<file path="src/rtl/sem_unit_pkg.sv">
package sem_unit_pkg;
  typedef enum logic {
    OP_WAIT   = 1'b0,
    OP_SIGNAL = 1'b1
  } sem_op_e;
endpackage

</file>
<file path="src/rtl/sem_rr_arbiter.sv">
module sem_rr_arbiter #(
  parameter int N = 4,
  localparam int IDW = $clog2(N)
) (
  input  logic           clk,
  input  logic           rst,
  input  logic [N-1:0]   elig,
  output logic           win_vld,
  output logic [IDW-1:0] win_id
);
  logic [IDW-1:0] ptr_q;
  int pos;

  // first eligible requester at or above the pointer, wrapping around
  always_comb begin
    win_vld = 1'b0;
    win_id  = '0;
    pos     = 0;
    for (int i = 0; i < N; i++) begin
      pos = int'(ptr_q) + i;
      if (pos >= N) pos = pos - N;
      if (!win_vld && elig[pos]) begin
        win_vld = 1'b1;
        win_id  = IDW'(pos);
      end
    end
  end

  always_ff @(posedge clk) begin
    if (rst) begin
      ptr_q <= '0;
    end else if (win_vld) begin
      ptr_q <= (win_id == IDW'(N - 1)) ? '0 : win_id + 1'b1;
    end
  end
endmodule

</file>
<file path="src/rtl/sem_count_bank.sv">
module sem_count_bank #(
  parameter int N_SEM    = 4,
  parameter int CNT_W    = 4,
  parameter int INIT_CNT = 1,
  localparam int SIW = $clog2(N_SEM)
) (
  input  logic           clk,
  input  logic           rst,
  input  logic           op_en,
  input  logic           op_sig,
  input  logic [SIW-1:0] op_idx,
  output logic           op_ok
);
  localparam logic [CNT_W-1:0] CNT_MAX  = '1;
  localparam logic [CNT_W-1:0] CNT_INIT = CNT_W'(INIT_CNT);

  logic [CNT_W-1:0] cnt_q [N_SEM];
  logic [CNT_W-1:0] cur;
  logic [CNT_W-1:0] nxt;
  logic             nonzero;

  // test and update of one count happen in the same cycle: one atomic step
  always_comb begin
    cur     = cnt_q[op_idx];
    nonzero = (cur != '0);
    op_ok   = op_sig | nonzero;
    if (op_sig) begin
      nxt = (cur == CNT_MAX) ? cur : cur + 1'b1;
    end else begin
      nxt = nonzero ? cur - 1'b1 : cur;
    end
  end

  always_ff @(posedge clk) begin
    if (rst) begin
      for (int s = 0; s < N_SEM; s++) cnt_q[s] <= CNT_INIT;
    end else if (op_en) begin
      cnt_q[op_idx] <= nxt;
    end
  end
endmodule

</file>
<file path="src/rtl/sem_sleep_tracker.sv">
module sem_sleep_tracker #(
  parameter int N_REQ = 4,
  parameter int N_SEM = 4,
  localparam int IDW = $clog2(N_REQ),
  localparam int SIW = $clog2(N_SEM)
) (
  input  logic             clk,
  input  logic             rst,
  input  logic             set_en,
  input  logic [IDW-1:0]   set_id,
  input  logic [SIW-1:0]   set_sem,
  input  logic             wake_en,
  input  logic [SIW-1:0]   wake_sem,
  output logic [N_REQ-1:0] asleep
);
  for (genvar g = 0; g < N_REQ; g++) begin : g_req
    logic           sleep_q;
    logic [SIW-1:0] sem_q;

    always_ff @(posedge clk) begin
      if (rst) begin
        sleep_q <= 1'b0;
        sem_q   <= '0;
      end else if (set_en && set_id == IDW'(g)) begin
        sleep_q <= 1'b1;
        sem_q   <= set_sem;
      end else if (wake_en && sem_q == wake_sem) begin
        sleep_q <= 1'b0;
      end
    end

    assign asleep[g] = sleep_q;
  end
endmodule

</file>
<file path="src/rtl/sem_wait_signal_unit.sv">
module sem_wait_signal_unit #(
  parameter int N_REQ    = 4,
  parameter int N_SEM    = 4,
  parameter int CNT_W    = 4,
  parameter int INIT_CNT = 1
) (
  input  logic                           clk,
  input  logic                           rst,
  input  logic [N_REQ-1:0]               req_valid,
  input  logic [N_REQ-1:0]               req_op,
  input  logic [N_REQ*$clog2(N_SEM)-1:0] req_sem,
  output logic [N_REQ-1:0]               ack,
  output logic [N_REQ-1:0]               granted
);
  import sem_unit_pkg::*;

  localparam int IDW = $clog2(N_REQ);
  localparam int SIW = $clog2(N_SEM);

  logic [N_REQ-1:0] asleep;
  logic [N_REQ-1:0] elig;
  logic             win_vld;
  logic [IDW-1:0]   win_id;
  sem_op_e          win_op;
  logic [SIW-1:0]   win_sem;
  logic             bank_ok;
  logic [N_REQ-1:0] ack_d, ok_d;
  logic [N_REQ-1:0] ack_q, ok_q;

  // sleepers and the requester acknowledged this cycle sit out
  assign elig = req_valid & ~asleep & ~ack_q;

  sem_rr_arbiter #(.N(N_REQ)) u_arb (
    .clk     (clk),
    .rst     (rst),
    .elig    (elig),
    .win_vld (win_vld),
    .win_id  (win_id)
  );

  assign win_op  = sem_op_e'(req_op[win_id]);
  assign win_sem = req_sem[win_id*SIW +: SIW];

  sem_count_bank #(
    .N_SEM    (N_SEM),
    .CNT_W    (CNT_W),
    .INIT_CNT (INIT_CNT)
  ) u_bank (
    .clk    (clk),
    .rst    (rst),
    .op_en  (win_vld),
    .op_sig (win_op == OP_SIGNAL),
    .op_idx (win_sem),
    .op_ok  (bank_ok)
  );

  sem_sleep_tracker #(
    .N_REQ (N_REQ),
    .N_SEM (N_SEM)
  ) u_sleep (
    .clk      (clk),
    .rst      (rst),
    .set_en   (win_vld && win_op == OP_WAIT && !bank_ok),
    .set_id   (win_id),
    .set_sem  (win_sem),
    .wake_en  (win_vld && win_op == OP_SIGNAL),
    .wake_sem (win_sem),
    .asleep   (asleep)
  );

  always_comb begin
    ack_d = '0;
    ok_d  = '0;
    if (win_vld) begin
      ack_d[win_id] = 1'b1;
      ok_d[win_id]  = bank_ok;
    end
  end

  always_ff @(posedge clk) begin
    if (rst) begin
      ack_q <= '0;
      ok_q  <= '0;
    end else begin
      ack_q <= ack_d;
      ok_q  <= ok_d;
    end
  end

  assign ack     = ack_q;
  assign granted = ok_q;
endmodule

</file>
<file path="config.mk">
export PLATFORM = sky130hd
export DESIGN_NAME = sem_wait_signal_unit
export DESIGN_NICKNAME = d
export VERILOG_FILES = /design/src/rtl/sem_unit_pkg.sv /design/src/rtl/sem_rr_arbiter.sv /design/src/rtl/sem_count_bank.sv /design/src/rtl/sem_sleep_tracker.sv /design/src/rtl/sem_wait_signal_unit.sv
export SDC_FILE = /design/constraint.sdc
export NUM_CORES = 1
export LEC_CHECK = 0
export BUFFER_PORTS_ARGS = -buffer_cell sky130_fd_sc_hd__clkbuf_2
export CAP_MARGIN = 20
export CORE_UTILIZATION = 55
export CTS_CLUSTER_DIAMETER = 150
export DETAILED_ROUTE_END_ITERATION = 10
export PLACE_DENSITY_LB_ADDON = 0.2
export SYNTH_ARGS = -nofsm -noshare
export SYNTH_HDL_FRONTEND = slang
export SYNTH_SLANG_ARGS = --single-unit
</file>
<file path="constraint.sdc">
create_clock -name clk -period 7.1 [get_ports clk]
set_input_delay 1.775 -clock clk [delete_from_list [all_inputs] [get_ports clk]]
set_output_delay 1.775 -clock clk [all_outputs]
set_load 0.005 [all_outputs]
</file>
==> summary.md, run 1 <==
| Metric | Value |
|---|---|
| First-pass GRT wire length | `8031 um` |
| Final setup vio count | `0` |
| Hold Fails Final Rpt | `0` |
| DP Area | `2514 um2` |
| Gr usage total | `between 20 and 25%` |
| Area contributors post-synth | `edfxtp_1 20%, dfxtp_1 19%, mux2i_1 5.5%, nand3b_4 3.4%, ha_1 3.2%` |
| Synth area leader | `edfxtp_1` |
| Final WL | `5053 um` |
| Share of cells above drive strength 1 | `25.98%` |
| Initial antenna violation count | `0` |
| Post_cts resized | `0` |
| Synth unique cells | `between 50 and 60` |
| Initial Utilization | `around three fifths` |
| Ys flop type | `dfxtp_1` |
| Area of the mapped netlist | `roughly 2400 um2` |
| Min Tclk post-route | `5802 ps` |
| CP max stage cell | `o21a_1` |
| Worst min path class | `reg2reg` |
| Syn. warnings | `0` |
| RSZ-0062 raised after global routing | `false` |
| CTS H-tree lvls | `2` |
| CP endpoint kind | `flop` |
| GR Overflow Total | `0` |
| R2r startpoint | `u_sleep.g_req[2].sleep_q` |
| R2R depth | `15` |
| Hold_buf cts | `0` |
| Clk slew on worst S/H paths | `80 ps` |
| CTS tree | `done` |
| Drt drc | `0` |
| Clock buffer depth | `2` |
| Worst-path fanout max | `12` |
| Syn avg cell area | `roughly 10 um2` |
| Cell count after synthesis | `around 230` |
| DRT iter0 DRCs | `83` |
| Pin count of the biggest net entering global routing | `18` |
| Worst Max-Slew Pin Slew | `706.9 ps` |
| Most instantiated cells after synthesis | `22 x dfxtp_1, 19 x nand2_1, 19 x nor2_1` |
| Placed instance count | `296` |
| # port buffers | `25` |
| Worst setup path endpoint | `u_bank.cnt_q[3][0]` |
| Setup TNS | `0 ps` |
| CTS buffer count | `5` |
| Clk_skew | `5.142 ps` |
| Count leader, synth | `dfxtp_1` |
| PwrDens | `between 500 and 600 nW/um2` |
| Slew HR | `52.47%` |
| Lkg Pwr | `between 1 and 1.5 nW` |
| VDD IR-drop max | `257.9 uV` |
| Maxcap violations | `0` |
| Crit. Startpoint | `req_valid[2]` |
| Die area | `around 4600 um2` |
| Clk sinks | `38` |
| Antenna Nets Post-Route | `0` |
| Post-Layout Inst Area | `2608 um2` |
| Final Power | `1.333 mW` |
| Synthesized Nets | `~250` |
| Final std cells w/o fill | `304` |
| Critical path, cell by cell | `clkbuf_2 > nor3b_1 > nor2_1 > nor3_4 > inv_2 > a21oi_1 > a22o_1 > nand3_1 > nand2_2 > ha_1 > inv_1 > a211oi_1 > o21a_1 > a31oi_4 > xnor2_2 > nand2_1` |
| I/O pin count | `26` |
| Status | `finished clean` |
| Final slew viol count | `0` |
| Clock Latency Late Sink | `between 200 and 300 ps` |
| Die height | `67.57 um` |
| Worst Setup Slack, final | `1298 ps` |
| Fin util | `roughly 64%` |
| Data required, critical path | `7120 ps` |
| WHS | `slightly above 500 ps` |
| Post-DR wirelength/cell | `16.62 um` |
| GPL Wtd Cong | `0.8780` |
| Dpl hpwl | `3937 um` |
| Rows | `23` |
| Final nets | `277` |
| Vias in the first global route | `1,624` |
| Via density per instance | `5.934` |
| Crit path DAT | `~5800 ps` |
| Core box area | `4058 um2` |
| Internal reg-to-reg setup slack | `2500 ps` |
| Postcts setup bufs | `0` |
| DP Worst Slack | `~1000 ps` |
| Fin crit share | `between 80% and 90%` |
| Post-synth top area share | `20.32%` |
| Post-synthesis sequential area ratio | `38.94%` |
| Synth-to-layout area growth | `10.26%` |
| CP Class | `in2reg` |
| Number of fill cells | `about 350` |
| Root buffer cell | `clkbuf_8` |
| Pre-antenna DRT Iters | `4` |
| Slowest cell delay on critical path | `560 ps` |
| R2R Path End | `u_bank.cnt_q[3][0]` |
| Die W | `67.57 um` |
| Vias post-DR | `around 1,800` |
| Nature of the critical path startpoint | `primary input` |
| Ant. Diodes | `0` |
| Async S/R FF share, synth | `0%` |
| Seq cells post-synth | `38` |
| Fmax | `172.4 MHz` |
| Number of synthesized flops with an enable pin | `16` |
worst min path at each step:
stage	start	to	slack, ps	cells past startpoint
detailed placement	u_sleep.g_req[2].sleep_q	u_sleep.g_req[2].sleep_q	500	2
finish	u_sleep.g_req[1].sleep_q	u_sleep.g_req[1].sleep_q	510	2
floorplan	u_sleep.g_req[2].sleep_q	u_sleep.g_req[2].sleep_q	450	2
CTS	u_sleep.g_req[2].sleep_q	u_sleep.g_req[2].sleep_q	510	2
global route	u_sleep.g_req[2].sleep_q	u_sleep.g_req[2].sleep_q	550	2
global placement	u_sleep.g_req[2].sleep_q	u_sleep.g_req[2].sleep_q	480	2
report_power, final:
group / internal [mW] / switching, mW / leakage [nW]
combinational: 0.309 / 0.532 / 0.756
sequential: 0.303 / 0.0361 / 0.337
clock: 0.0783 / 0.0748 / 0.0515
total: 0.690 / 0.643 / 1.15
cell usage in the layout, fill, tap and decap left out, types with 6 or more instances in the layout:
master	n
clkbuf_8	6
o31ai_1	6
nor2_1	19
nor3b_1	9
xnor2_1	8
clkbuf_2	25
a211oi_1	8
nand3_1	13
and2_1	9
nand2_1	19
a21oi_1	6
o21ai_0	6
mux2i_1	13
edfxtp_1	16
ha_1	6
dfxtp_1	22
critical path: cells and delay by family:
| kind | cells | cell delay [ps] |
|---|---|---|
| compound gates | 5 | 1680 |
| xor+xnor | 1 | 280 |
| fa+ha+maj | 1 | 220 |
| buf+inv | 3 | 290 |
| simple gates | 6 | 1570 |
state kept, by name, indices dropped and copies added (netlist names):
name and count:
granted 4, u_sleep.g_req.sem_q 8, u_bank.cnt_q 16, u_arb.ptr_q 2
u_sleep.g_req.sleep_q 4, ack 4
logic make-up (layout without fill, tap and decap cells):
| group | after synthesis | after routing | synth area share [%] |
|---|---|---|---|
| XOR/XNOR | 9 | 9 | 3.651 |
| AO/OA/AOI/OAI | 45 | 45 | 15.66 |
| buffers and inverters | 15 | 42 | 3.386 |
| adder cells (fa/ha/maj) | 6 | 6 | 3.175 |
| flip-flops | 38 | 38 | 38.94 |
| AND/OR/NAND/NOR | 97 | 97 | 26.19 |
| multiplexers | 17 | 17 | 8.994 |
cell type report:
class	instances	area (um2)	share of cell area [%]
clock buffer	6	82.58	3.167
clock inverter	2	11.26	0.4319
inverter	7	26.28	1.008
multi-input combinational	174	1364	52.30
sequential	38	920.9	35.32
tap	50	62.56	2.399
timing repair buffer	27	140.1	5.374
routing by layer:
| layer | vias up | GRT usage [%] | share of wire (%) | routed length (um) |
|---|---|---|---|---|
| li1 | 899 | - | - | - |
| met1 | 849 | 36.11 | 50 | 2540 |
| met2 | 50 | 36.14 | 44 | 2211 |
| met3 | 6 | 4.899 | 5.1 | 260 |
| met4 | 0 | 6.383 | 0.79 | 40 |
| met5 | - | 0 | 0 | 0 |
(Power assumes the default switching activity.)
==> run 2: changes to the inputs <==
==> constraint.sdc (replaced) <==
create_clock -name clk -period 5.4 [get_ports clk]
set_input_delay 1.35 -clock clk [delete_from_list [all_inputs] [get_ports clk]]
set_output_delay 1.35 -clock clk [all_outputs]
set_load 0.005 [all_outputs]
==> run 2 against run 1 <==
Against the previous run: clock skew rose by 0.63 ps; power rose by 35%; clock power rose by 48%; register-to-register slack got worse by 1100 ps; non-clock buffer count rose by 3.
==> summary.md, run 2 (synthesis results as in run 1) <==
| Metric | Value |
|---|---|
| Status | `finished clean` |
| CP max stage cell | `nor3_4` |
| Pre-antenna DRT Iters | `4` |
| Commonest non-fill, non-tap cells in the layout | `25 x clkbuf_2, 22 x dfxtp_1, 19 x nor2_1, 19 x nand2_1, 16 x edfxtp_1` |
| Post-DR wirelength/cell | `16.30 um` |
| Clock buffer depth | `2` |
| Clock Latency Late Sink | `slightly below 300 ps` |
| Clock network power share | `between 10 and 15%` |
| Register area | `between 900 and 1000 um2` |
| Gr usage total | `24.48%` |
| Maxcap violations | `0` |
| Via density per instance | `between 5 and 6` |
| Worst-path fanout max | `11` |
| Drt drc | `0` |
| Clk slew on worst S/H paths | `70 ps` |
| Final WL | `roughly 5000 um` |
| Slew HR | `57.66%` |
| Synth-to-layout area growth | `11.96%` |
| Top flop regs | `u_bank.cnt_q: 16 flops, u_sleep.g_req.sem_q: 8 flops` |
| CP Class | `in2reg` |
| Postcts setup bufs | `0` |
| Setup TNS | `0 ps` |
| CTS buffer count | `5` |
| Number of fill cells | `318` |
| Rows | `23` |
| Seq pwr share | `roughly 25%` |
| Hold Fails Final Rpt | `0` |
| Fin crit share | `89.39%` |
| CTS tree | `done` |
| Lkg Pwr | `1.166 nW` |
| Ant. Diodes | `0` |
| Vias post-DR | `between 1,500 and 2,000` |
| NetSw | `0.8415 mW` |
| Min Tclk post-route | `4827 ps` |
| Fin util | `65.25%` |
| Dpl hpwl | `3789 um` |
| Final setup vio count | `0` |
| Worst min path class | `reg2reg` |
| Crit path DAT | `5000 ps` |
| Nature of the critical path startpoint | `primary input` |
| Most common cell after layout, fill and taps aside | `clkbuf_2` |
| Die area | `~4600 um2` |
| Antenna Nets Post-Route | `0` |
| Max FFs per register | `16` |
| Sw Share | `between 40% and 50%` |
| # port buffers | `25` |
| Most flops, register | `u_bank.cnt_q` |
| Logic pwr share | `62.5%` |
| CP endpoint kind | `flop` |
| Core box area | `4058 um2` |
| Slowest cell delay on critical path | `460 ps` |
| Clk_skew | `5.775 ps` |
| Initial Utilization | `58.28%` |
| PwrDens | `678.4 nW/um2` |
| Final nets | `280` |
| GPL Wtd Cong | `0.8281` |
| Die W | `67.57 um` |
| Root buffer cell | `clkbuf_8` |
| DRT iter0 DRCs | `110` |
| Vias in the first global route | `~1,700` |
| Data required, critical path | `between 5000 and 6000 ps` |
| Share of cells above drive strength 1 | `a little over a quarter` |
| Die height | `67.57 um` |
| I/O pin count | `26` |
| VDD IR-drop max | `roughly 270 uV` |
| Post_cts resized | `0` |
| RSZ-0062 raised after global routing | `false` |
| Clk sinks | `38` |
| Critical path, cell by cell | `clkbuf_2 > nor3b_1 > nor2_1 > nor3_4 > a211oi_2 > nor2_4 > mux2i_1 > mux2_4 > ha_1 > inv_1 > a211oi_1 > o21a_1 > buf_4 > nand3b_4 > mux2i_1 > nor2_1` |
| Fmax | `207.2 MHz` |
| P_int | `0.9546 mW` |
| Area of the multi-input gates | `1364 um2` |
| GR Overflow Total | `0` |
| Initial antenna violation count | `0` |
| First-pass GRT wire length | `8073 um` |
| Worst Max-Slew Pin Slew | `631.3 ps` |
| Pin count of the biggest net entering global routing | `18` |
| Final slew viol count | `0` |
| Internal reg-to-reg setup slack | `1370 ps` |
| Hold_buf cts | `0` |
| CTS H-tree lvls | `2` |
[run 2: cell types whose count changed in the layout (fill, tap and decap cells not counted), sizes merged]
cell	change
buf	+3
clkbuf	+2
clkinv	-1
inv	-1
[run 2: critical path: cells and delay by family]
| family | cells | cell delay, ps |
|---|---|---|
| and+or+nand+nor | 6 | 1630 |
| buffers and inverters | 3 | 370 |
| AOI/OAI and AO/OA | 3 | 790 |
| adders and majority gates | 1 | 200 |
| muxes | 3 | 620 |
[run 2: stage by stage]
| step | cells | cell area (um2) | hold slack [ps] | total power, mW | setup slack [ps] |
|---|---|---|---|---|---|
| after CTS | 307 | 2648 | 499.5 | 1.797 | 603.5 |
| after floorplan | 227 | 2365 | 448.8 | 1.328 | 679.1 |
| after detailed placement | 299 | 2536 | 487.1 | 1.562 | 315.6 |
| after global routing | 307 | 2648 | 534.1 | 1.926 | 205.8 |
| after global placement | 299 | 2536 | 475.0 | 1.566 | 306.7 |
| final | 307 | 2648 | 500.4 | 1.796 | 573.2 |
[run 2: power by group through the flow]
| stage | Clock [mW] | Sequential [mW] | Combinational, mW |
|---|---|---|---|
| 2_1_floorplan | 0 | 0.437 | 0.891 |
| 5_1_grt | 0.243 | 0.455 | 1.23 |
| 3_3_place_gp | 0 | 0.453 | 1.11 |
| 6_report | 0.226 | 0.447 | 1.12 |
| 4_1_cts | 0.232 | 0.447 | 1.12 |
| 3_5_place_dp | 0 | 0.453 | 1.11 |
[run 2: worst paths after layout]
check / from / depth (start not counted) / end
worst max-delay path: req_valid[2] / 16 / u_sleep.g_req[3].sem_q[1]
worst min-delay path: u_sleep.g_req[2].sleep_q / 2 / u_sleep.g_req[2].sleep_q
worst max register to register: u_sleep.g_req[3].sleep_q / 15 / u_bank.cnt_q[3][0]
worst min register to register: u_sleep.g_req[2].sleep_q / 2 / u_sleep.g_req[2].sleep_q
[run 2: cell type report]
class	instances	share of cell area (%)
repair buffers	30	6.144
inverters	7	0.9924
well taps	50	2.363
multi-input cells	174	51.51
flip-flops and latches	38	34.78
clock buffers	8	4.206
[run 2: metal layers]
| metal | global-route usage [%] | part of all wire (%) |
|---|---|---|
| met5 | 0 | 0 |
| met2 | 36.39 | 44 |
| met4 | 10.64 | 1.3 |
| met3 | 3.716 | 6.0 |
| met1 | 34.80 | 49 |
==> run 3: changes to the inputs <==
--- a/config.mk
+++ b/config.mk
@@ -6,11 +6,11 @@
 export NUM_CORES = 1
 export LEC_CHECK = 0
 export BUFFER_PORTS_ARGS = -buffer_cell sky130_fd_sc_hd__clkbuf_2
-export CAP_MARGIN = 20
 export CORE_UTILIZATION = 55
 export CTS_CLUSTER_DIAMETER = 150
 export DETAILED_ROUTE_END_ITERATION = 10
 export PLACE_DENSITY_LB_ADDON = 0.2
 export SYNTH_ARGS = -nofsm -noshare
 export SYNTH_HDL_FRONTEND = slang
+export SYNTH_HIERARCHICAL = 1
 export SYNTH_SLANG_ARGS = --single-unit
==> run 3 against run 2 <==
Against the previous run: setup slack got worse by 150 ps; final cell count fell by 12%; die area shrank 14%; clock skew grew 0.68 ps; critical endpoint is now u_sleep/g_req[0].sem_q[0]; highest routed layer unchanged.
==> summary.md, run 3 <==
| Metric | Value |
|---|---|
| Most instantiated cells after synthesis | `41 x nor2_1, 22 x dfxtp_1, 16 x edfxtp_1` |
| GPL Wtd Cong | `0.7946` |
| Critical path, cell by cell | `clkbuf_2 > nor3b_1 > nor2b_1 > o21ai_1 > o221a_4 > mux4_1 > mux4_2 > inv_1 > ha_1 > nand3_1 > nor3b_2 > nor3b_4 > mux2i_1 > nor2_1` |
| Clk slew on worst S/H paths | `80 ps` |
| Crit path DAT | `5160 ps` |
| Synthesized Nets | `213` |
| Status | `finished clean` |
| Grt peak-use layer | `met2` |
| Root buffer cell | `clkbuf_8` |
| I/O pin count | `26` |
| Syn avg cell area | `approximately 11 um2` |
| WHS | `500.8 ps` |
| Async S/R FF share, synth | `0%` |
| Initial antenna violation count | `0` |
| Count leader, synth | `nor2_1` |
| Final setup vio count | `0` |
| Seq cells post-synth | `38` |
| P_int | `0.8380 mW` |
| Worst-path fanout max | `11` |
| Via density per instance | `5.686` |
| CTS H-tree lvls | `2` |
| Area contributors post-synth | `edfxtp_1 24%, dfxtp_1 22%, nor2_1 7.6%, mux4_2 6.6%, mux2i_1 3.9%` |
| GRT met2 Usage | `about two fifths` |
| CP bufs+invs | `2` |
| Final slew viol count | `0` |
| Logic pwr share | `52.0%` |
| GR Overflow Total | `0` |
| Worst Setup Slack, final | `around 420 ps` |
| RSZ-0062 raised after global routing | `false` |
| Syn. warnings | `6` |
| Setup TNS | `0 ps` |
| Hold Fails Final Rpt | `0` |
| Synth unique cells | `46` |
| Number of fill cells | `254` |
| Vias in the first global route | `1,529` |
| Initial Utilization | `59.11%` |
| Ys flop type | `dfxtp_1` |
| Share of cells above drive strength 1 | `about a quarter` |
| Seq pwr share | `31.0%` |
| Number of synthesized flops with an enable pin | `16` |
| Synth area leader | `edfxtp_1` |
| Die height | `62.82 um` |
| Clock buffer depth | `2` |
| Pre-antenna DRT Iters | `4` |
| Data required, critical path | `5580 ps` |
| CP endpoint kind | `flop` |
| Post_cts resized | `0` |
| Final WL | `4342 um` |
| Commonest non-fill, non-tap cells in the layout | `41 x nor2_1, 25 x clkbuf_2, 22 x dfxtp_1, 16 x edfxtp_1, 11 x inv_1` |
| NetSw | `0.5931 mW` |
| Clk_skew | `around 6.5 ps` |
| Met1 Usage GRT | `32.27%` |
| Maxcap violations | `0` |
| Post-synth top area share | `23.62%` |
| CTS tree | `done` |
| Cell count after synthesis | `just under 200` |
| Final Power | `1.431 mW` |
| Top flop regs | `u_bank/cnt_q: 16 flops, u_sleep/g_req.sem_q: 8 flops` |
| Worst min path class | `reg2reg` |
| Pin count of the biggest net entering global routing | `22` |
| Postcts setup bufs | `0` |
| PwrDens | `615.0 nW/um2` |
| Min Tclk post-route | `4975 ps` |
| Sw Share | `41.44%` |
| Most flops, register | `u_bank/cnt_q` |
| DP Worst Slack | `158.9 ps` |
| Slew HR | `between 50 and 60%` |
| CP delay by family, top | `multiplexers` |
| Most common cell after layout, fill and taps aside | `nor2_1` |
| VDD IR-drop max | `approximately 310 uV` |
| Clock Latency Late Sink | `300 ps` |
| Die area | `approximately 3900 um2` |
| Rows | `21` |
| Drt drc | `0` |
| Internal reg-to-reg setup slack | `1180 ps` |
| Fin crit share | `92.13%` |
| Area of the mapped netlist | `2034 um2` |
| Routing usage on met3 | `5.292%` |
| Clock network power share | `17.0%` |
| Vias post-DR | `1,541` |
| Post-DR wirelength/cell | `approximately 16 um` |
| DRT iter0 DRCs | `228` |
| Die W | `62.82 um` |
| Slowest cell delay on critical path | `~700 ps` |
| Ant. Diodes | `0` |
| CP Class | `in2reg` |
| Final nets | `244` |
| Worst Max-Slew Pin Slew | `692.0 ps` |
| Fmax | `around 200 MHz` |
| Clk sinks | `38` |
| # port buffers | `25` |
| Fin util | `67.61%` |
| Post-synthesis sequential area ratio | `between 40% and 50%` |
| CTS buffer count | `5` |
| Max FFs per register | `16` |
| Core box area | `3442 um2` |
| CP max stage cell | `mux4_1` |
| First-pass GRT wire length | `between 7000 and 8000 um` |
| Synth-to-layout area growth | `14.39%` |
| Nature of the critical path startpoint | `primary input` |
| Gr usage total | `24.52%` |
| Dpl hpwl | `3327 um` |
| Lkg Pwr | `~1 nW` |
| Hold_buf cts | `0` |
| Antenna Nets Post-Route | `0` |
run 3: logic make-up (layout without fill, tap and decap cells):
family / count (synthesis) / after routing / synth area share [%]
AOI/OAI and AO/OA: 27 / 27 / 9.963
xor gates and xnor gates: 9 / 9 / 3.875
adders and majority gates: 2 / 2 / 1.230
buffers and inverters: 19 / 51 / 4.674
DFF: 38 / 38 / 45.26
muxes: 16 / 16 / 13.16
and+or+nand+nor: 82 / 82 / 21.83
run 3: worst reg2reg max path, stage by stage (launching register included):
cell	delay (ps)
dfxtp_1	340
nor3b_1	290
nor2b_1	120
o21ai_1	200
o221a_4	320
mux4_1	700
mux4_2	570
inv_1	120
ha_1	290
nand3_1	180
nor3b_2	350
nor3b_4	350
mux2i_1	230
nor2_1	50
run 3: power by group through the flow:
| stage | registers [mW] | clock network [mW] | logic, mW |
|---|---|---|---|
| finish | 0.444 | 0.243 | 0.744 |
| detailed placement | 0.449 | 0 | 0.733 |
| floorplan | 0.432 | 0 | 0.552 |
| CTS | 0.442 | 0.248 | 0.738 |
| global placement | 0.438 | 0 | 0.693 |
| global route | 0.452 | 0.263 | 0.814 |
run 3: cell type report:
class	instances	area [um2]	share of cell area, %
multi-input cells	136	1018	43.76
well taps	46	57.56	2.473
clock inverters	3	42.54	1.828
clock buffers	5	68.82	2.957
inverters	11	41.29	1.774
repair buffers	32	177.7	7.634
flip-flops and latches	38	920.9	39.57
run 3: layer usage:
metal / wire, um / vias to the layer above
met4: 53 / 0
met1: 1809 / 711
met2: 2121 / 75
met5: 0 / -
li1: - / 751
met3: 358 / 4
run 3: worst paths after layout:
check / to / cells past startpoint / start
worst max-delay path: u_sleep/g_req[0].sem_q[0] / 14 / req_valid[1]
worst min-delay path: u_sleep/g_req[2].sleep_q / 2 / u_sleep/g_req[2].sleep_q
worst max register to register: u_sleep/g_req[0].sem_q[0] / 13 / u_sleep/g_req[1].sleep_q
worst min register to register: u_sleep/g_req[2].sleep_q / 2 / u_sleep/g_req[2].sleep_q
run 3: stage by stage:
step | instances | area (um2)
after floorplan | 193 | 2034
after global placement | 263 | 2216
after detailed placement | 263 | 2216
after CTS | 271 | 2327
after global routing | 271 | 2327
final | 271 | 2327
